<file path="config.mk">
export PLATFORM = sky130hd
export DESIGN_NAME = gpio_port_ctrl
export DESIGN_NICKNAME = d
export VERILOG_FILES = /design/src/rtl/gpio_port_pkg.sv /design/src/rtl/gpio_port_control.sv /design/src/rtl/gpio_port_datapath.sv /design/src/rtl/gpio_port_ctrl.sv
export SDC_FILE = /design/constraint.sdc
export NUM_CORES = 1
export LEC_CHECK = 0
export CAP_MARGIN = 5
export CORE_MARGIN = 2
export CORE_UTILIZATION = 24
export DETAILED_ROUTE_END_ITERATION = 8
export PLACE_DENSITY = 0.67
export SLEW_MARGIN = 15
export SYNTH_ARGS = -nofsm -noshare
export SYNTH_HDL_FRONTEND = slang
export SYNTH_SLANG_ARGS = --single-unit
</file>
<file path="constraint.sdc">
create_clock -name clk -period 5.8 [get_ports clk]
set_input_delay 0.87 -clock clk [delete_from_list [all_inputs] [get_ports clk]]
set_output_delay 0.87 -clock clk [all_outputs]
set_load 0.02 [all_outputs]
</file>
<file path="src/rtl/gpio_port_pkg.sv">
package gpio_port_pkg;
  typedef struct packed {
    logic dirLoad;   // load mode-dependent reset value into direction
    logic dirWrite;  // bus write to direction register
    logic dataWrite; // bus write to data register
    logic dataClear; // clear data register
    logic lockTop;   // top pin locked as address output
  } portCtl_t;
endpackage

</file>
<file path="src/rtl/gpio_port_control.sv">
module gpio_port_control
  import gpio_port_pkg::*;
#(
  parameter int ADDR_W = 20,
  parameter logic [ADDR_W-1:0] DIR_ADDR = 20'hEE009,
  parameter logic [ADDR_W-1:0] DATA_ADDR = 20'hFFFD9
) (
  input  logic              rst,
  input  logic              hwStandby,
  input  logic              swStandby,
  input  logic [1:0]        mode,
  input  logic [ADDR_W-1:0] busAddr,
  input  logic              busWe,
  output portCtl_t          ctl,
  output logic              selDir,
  output logic              selData
);
  logic busActive;

  always_comb begin
    selDir    = (busAddr == DIR_ADDR);
    selData   = (busAddr == DATA_ADDR);
    busActive = busWe && !rst && !hwStandby && !swStandby;
    ctl.lockTop   = mode[1];
    ctl.dirLoad   = rst || hwStandby;
    ctl.dataClear = rst;
    ctl.dirWrite  = busActive && selDir;
    ctl.dataWrite = busActive && selData;
  end
endmodule

</file>
<file path="src/rtl/gpio_port_datapath.sv">
module gpio_port_datapath
  import gpio_port_pkg::*;
#(
  parameter int WIDTH = 8
) (
  input  logic             clk,
  input  portCtl_t         ctl,
  input  logic             selDir,
  input  logic             selData,
  input  logic [WIDTH-1:0] busWdata,
  output logic [WIDTH-1:0] busRdata,
  input  logic [WIDTH-1:0] pinIn,
  input  logic [WIDTH-1:0] patEn,
  input  logic [WIDTH-1:0] patVal,
  input  logic             addrBit,
  output logic [WIDTH-1:0] pinOe,
  output logic [WIDTH-1:0] pinOut
);
  localparam int TOP = WIDTH - 1;
  localparam logic [WIDTH-1:0] TOP_MASK = WIDTH'(1) << TOP;

  logic [WIDTH-1:0] dirReg;
  logic [WIDTH-1:0] dataReg;
  logic [WIDTH-1:0] lockMask;
  logic [WIDTH-1:0] dirEff;
  logic [WIDTH-1:0] dataView;

  assign lockMask = ctl.lockTop ? TOP_MASK : '0;
  assign dirEff   = dirReg | lockMask;

  always_ff @(posedge clk) begin
    if (ctl.dirLoad)       dirReg <= lockMask;
    else if (ctl.dirWrite) dirReg <= busWdata | lockMask;
    if (ctl.dataClear)      dataReg <= '0;
    else if (ctl.dataWrite) dataReg <= busWdata;
  end

  for (genvar i = 0; i < WIDTH; i++) begin : g_pin
    logic portVal;
    assign portVal     = patEn[i] ? patVal[i] : dataReg[i];
    assign dataView[i] = dirEff[i] ? dataReg[i] : pinIn[i];
    if (i == TOP) begin : g_top
      assign pinOut[i] = ctl.lockTop ? addrBit : portVal;
    end else begin : g_low
      assign pinOut[i] = portVal;
    end
  end

  assign pinOe = dirEff;

  always_comb begin
    if (selDir)       busRdata = '1;
    else if (selData) busRdata = dataView;
    else              busRdata = '0;
  end
endmodule

</file>
<file path="src/rtl/gpio_port_ctrl.sv">
module gpio_port_ctrl
  import gpio_port_pkg::*;
#(
  parameter int WIDTH = 8,
  parameter int ADDR_W = 20,
  parameter logic [ADDR_W-1:0] DIR_ADDR = 20'hEE009,
  parameter logic [ADDR_W-1:0] DATA_ADDR = 20'hFFFD9
) (
  input  logic              clk,
  input  logic              rst,
  input  logic              hwStandby,
  input  logic              swStandby,
  input  logic [1:0]        mode,
  input  logic [ADDR_W-1:0] busAddr,
  input  logic              busWe,
  input  logic [WIDTH-1:0]  busWdata,
  output logic [WIDTH-1:0]  busRdata,
  input  logic [WIDTH-1:0]  pinIn,
  input  logic [WIDTH-1:0]  patEn,
  input  logic [WIDTH-1:0]  patVal,
  input  logic              addrBit,
  output logic [WIDTH-1:0]  pinOe,
  output logic [WIDTH-1:0]  pinOut
);
  portCtl_t ctl;
  logic selDir, selData;

  gpio_port_control #(.ADDR_W(ADDR_W), .DIR_ADDR(DIR_ADDR), .DATA_ADDR(DATA_ADDR)) u_ctl (
    .rst(rst), .hwStandby(hwStandby), .swStandby(swStandby), .mode(mode),
    .busAddr(busAddr), .busWe(busWe), .ctl(ctl), .selDir(selDir), .selData(selData)
  );

  gpio_port_datapath #(.WIDTH(WIDTH)) u_dp (
    .clk(clk), .ctl(ctl), .selDir(selDir), .selData(selData),
    .busWdata(busWdata), .busRdata(busRdata), .pinIn(pinIn),
    .patEn(patEn), .patVal(patVal), .addrBit(addrBit),
    .pinOe(pinOe), .pinOut(pinOut)
  );
endmodule

</file>
## Word-level counts from Yosys, hierarchy flattened

Index checks and enable logic that the tools add are counted.

| word-level totals | value |
|---|---|
| flip-flop bits (word level) | 16 |
| latch bits | 0 |
| bits in writable memories | 0 |
| memory bits (read-only) | 0 |
| output and inout bits | 24 |
| logic and storage cells | 38 |
| memories kept | 0 |

| operators by class | value |
|---|---|
| $add $sub $neg | 0 |
| multipliers | 0 |
| div/mod/pow operators | 0 |
| order comparisons | 0 |
| equal/unequal tests | 2 |
| shift-type cells | 0 |
| muxes and demuxes | 22 |
| bitwise operators | 2 |
| reductions and logical operators | 10 |

Operator list:

| kind | count |
|---|---|
| == test 20 bit (second input constant) | 2 |
| 2-to-1 mux 8 bit | 5 |
| 2-to-1 mux 1 bit | 17 |
| OR 8 bit | 2 |
| logical AND 1 bit | 5 |
| logical NOT 1 bit | 3 |
| nonzero test 2 bit | 1 |
| logical OR 1 bit | 1 |

## Logic depth before layout (Yosys ltp)

| logic depth | value |
|---|---|
| depth after elaboration | 7 |
| gate-level depth with buffers | 5 |

## Hierarchy

From an unflattened synthesis, not the netlist that was laid out.

| second synthesis, totals | value |
|---|---|
| cell total of the unflattened synthesis | 108 |
| area, all modules | 1103.6 um2 |

Modules (own cells, without submodules):

| module | times used | cells an instance | area an instance (um2) | sequential area each (um2) |
|---|---|---|---|---|
| gpio_port_datapath | 1 | 87 | 967.2 | 400.4 |
| gpio_port_control | 1 | 21 | 136.4 | 0.0 |

## Least setup slack after synthesis

OpenSTA, ideal clock, no wires.

| timing | value |
|---|---|
| path kind | input port to output port |
| from | input port busAddr[10] |
| to | output port busRdata[0] |
| arrival time | 2.049 ns |
| data required time | 4.930 ns |
| setup slack | 2.881 ns |
| stages on the path | 5 |
| cells stage by stage | and4_4 nand4bb_4 or3_1 buf_2 o21ai_1 |

| between the ends | value |
|---|---|
| longest elaborated chain between the ends | 3 |
| elaborated cells between the ends (all ways) | 4 |
| classes of those cells | 2 x eq/ne; 2 x mux |

Ends and longest elaborated chain:

| item | line | RTL |
|---|---|---|
| from (decl) | gpio_port_ctrl.sv:14 | `input logic [ADDR_W-1:0] busAddr,` |
| == test 20 bit | gpio_port_control.sv:22 | `selData = (busAddr == DATA_ADDR);` |
| 2-to-1 mux 8 bit | gpio_port_datapath.sv:53 | `else if (selData) busRdata = dataView;` |
| 2-to-1 mux 8 bit * | gpio_port_datapath.sv:52 | `if (selDir) busRdata = '1;` |
| to (decl) | gpio_port_ctrl.sv:17 | `output logic [WIDTH-1:0] busRdata,` |

Mark *: on every way between the ends. The rest lies on a longest branch, timed or not.

## Worst setup path in the final report

| timing | value |
|---|---|
| from | input port busAddr[10] |
| to | output port busRdata[7] |

Same word-level chain as after synthesis.

==> metrics.csv <==
metric,value,unit
status,"complete, no violations",
cp.required,4930,ps
remaining_drcs,0,
p_leak,0.7020,nW
die-width,72.61,um
final_cells,234,
die_h,72.61,um
ios,84,
holdBufCountCts,0,
drt-initial-drc-count,35,
post_cts.resized_instances,0,
cts_root_buf,sky130_fd_sc_hd__clkbuf_8,
synth_sequential_area_ratio,0.3544,
core,4444,sq um
clock_tree.buffer_depth,2,
timing.max_cap.violations,0,
tightestPinTransition,818.0,ps
ant_nets,0,
post-layout-total-power,0.3111,mW
initial_utilization,0.2542,
layout-drive-gt1-share,0.1099,
grt_pass1_vias,1052,
power.density_cell_area,159.5,nW/um^2
floorplan.die_area,5272,sq um
synth-edff-count,8,
synth_most_common_cell,sky130_fd_sc_hd__buf_4,
grt_max_degree,11,
grt_overflow_total,0,
cp_max_fo,9,
critical_path_arrival,3170,ps
totalWireLength,3243,um
setup_fix_buffers_added_after_clock_tree_synthesis,0,
max_clock_skew,0,ps
placement.setup.worst_slack,1737,ps
antenna_found_initial,0,
report.final.hold_viol_count,0,
dpl.hpwl,2529,um
synth_nets,173,
syn_area,1130,sq um
fp-row-count,24,
gr-usage-met3,0.02762,
syn-instance-count,113,
timing.rr.end,u_dp.dataReg[5],
worst_hold_path_type,reg2reg,
clock_latency,250,ps
critical_path.endpoint_type,primary output,
viasPerCell,4.769,
hold_path_startpoint,u_dp.dataReg[3],
finish.net_count,243,
hold_end,u_dp.dataReg[3],
synth.area.top_cells,"sky130_fd_sc_hd__edfxtp_1, sky130_fd_sc_hd__dfxtp_1, sky130_fd_sc_hd__buf_4",
yosys_most_used_dff,sky130_fd_sc_hd__edfxtp_1,
critical_path_source,busAddr[10],
antennaDiodeCount,0,
final.setup.worst_slack,1764,ps
grtUsageMet1,0.1556,
vdd_drop_max,0.00006723,V
gpl.final_weighted_congestion,0.7121,
grt_util_all_layers,0.1237,
tritoncts,built,
vias,1116,
cp-start-kind,input port,
route.detailed.wl_per_inst,13.86,um
ys_top_cells_by_count,"sky130_fd_sc_hd__buf_4, sky130_fd_sc_hd__mux2i_1, sky130_fd_sc_hd__nand4_1, sky130_fd_sc_hd__o21ai_0, sky130_fd_sc_hd__o21ai_1",
yosysTopAreaCell,sky130_fd_sc_hd__edfxtp_1,
layout.core_utilization,0.4389,
rsz0062_at_grt,false,
synth_top_area_frac,0.2126,
cts.sink_count,16,
most_used_routing_layer_in_global_routing,met2,
fin_crit_sh,0.6959,
rrSetupSlack,5140,ps
max_freq,247.8,MHz
tns,0,ps
placed_cells_incl_taps,230,
worst-setup-path-type,in2out,
timing.reg2reg.worst_path_depth,2,
layout-area-overhead-vs-synth,72.65,%
placement.io_buffers,82,
avgSynthCellArea,9.999,sq um
hold-path-cell-count,2,
ctsHtreeMaxLevel,1,
timing.rr.start,u_dp.dataReg[5],
synth_warnings,0,
setup-violations-final,0,
grt_pass1_wl,4933,um
yosys.cell_types.count,31,
synth_async_sr_flop_share,0,
number_of_register_bits_inferred_by_synthesis,16,
max-slew-margin-rel,0.4510,
grt_use_met2,0.1960,
first_pass_iters,4,
drv_slew,0,
finalWorstPathRequiredPeriod,4036,ps
cts_inserted_buffers,3,
clk_pin_slew,60,ps
placed cells by master, fill, tap and decap left out, types with 4 or more instances in the layout:
cell type	n
sky130_fd_sc_hd__edfxtp_1	8
sky130_fd_sc_hd__clkbuf_8	4
sky130_fd_sc_hd__nand4_1	9
sky130_fd_sc_hd__and2_1	8
sky130_fd_sc_hd__dfxtp_1	8
sky130_fd_sc_hd__clkdlybuf4s50_1	82
sky130_fd_sc_hd__mux2_2	7
sky130_fd_sc_hd__o21ai_0	9
sky130_fd_sc_hd__o21ai_1	9
sky130_fd_sc_hd__mux2i_1	9
sky130_fd_sc_hd__a21oi_1	8
per-layer routing:
layer	part of all wire	vias to the layer above
li1	-	556
met1	0.42	492
met2	0.46	64
met3	0.099	4
met4	0.017	0
met5	0	-
kinds of logic after synthesis:
group                  count (synthesis)  synth area share
DFF                                   16            0.3544
buffers and inverters                 17            0.1063
and+or+nand+nor                       37            0.2680
muxes                                 16            0.1495
AOI/OAI and AO/OA                     27            0.1218
flip-flops by register name, indices dropped and copies added, names as in the netlist:
name	flops
u_dp.dataReg	8
u_dp.dirReg	8
per-stage QoR:
stage                     area [sq um]  hold WS [ps]
after floorplan                   1130         459.7
after global placement            1896         485.1
after detailed placement          1896         490.2
after CTS                         1951         500.0
after global routing              1951         525.6
final                             1951         493.9
where the power goes:
group	internal (mW)	switching (mW)
Sequential	0.124	0.00279
Clock	0.0602	0.0387
Combinational	0.0568	0.0285
worst max-delay path by stage:
stage / slack [ps] / to
after floorplan: 2880 / busRdata[0]
after global placement: 1750 / busRdata[2]
after detailed placement: 1740 / busRdata[7]
after CTS: 1740 / busRdata[7]
after global routing: 1640 / busRdata[0]
final: 1760 / busRdata[7]
layout make-up:
type | count | area (sq um)
Timing Repair Buffer | 82 | 820.8
Tap cell | 52 | 65.06
Fill cell | 429 | 2494
Multi-Input combinational cell | 80 | 609.3
Clock buffer | 4 | 55.05
Sequential cell | 16 | 400.4
worst max-delay path, cell delays in order:
cell and delay [ps]:
sky130_fd_sc_hd__clkdlybuf4s50_1 490, sky130_fd_sc_hd__and4_4 260, sky130_fd_sc_hd__nand4bb_4 180, sky130_fd_sc_hd__or3_1 530, sky130_fd_sc_hd__o21ai_1 200, sky130_fd_sc_hd__clkdlybuf4s50_1 630
No activity file was read; power rests on OpenSTA's default activity.
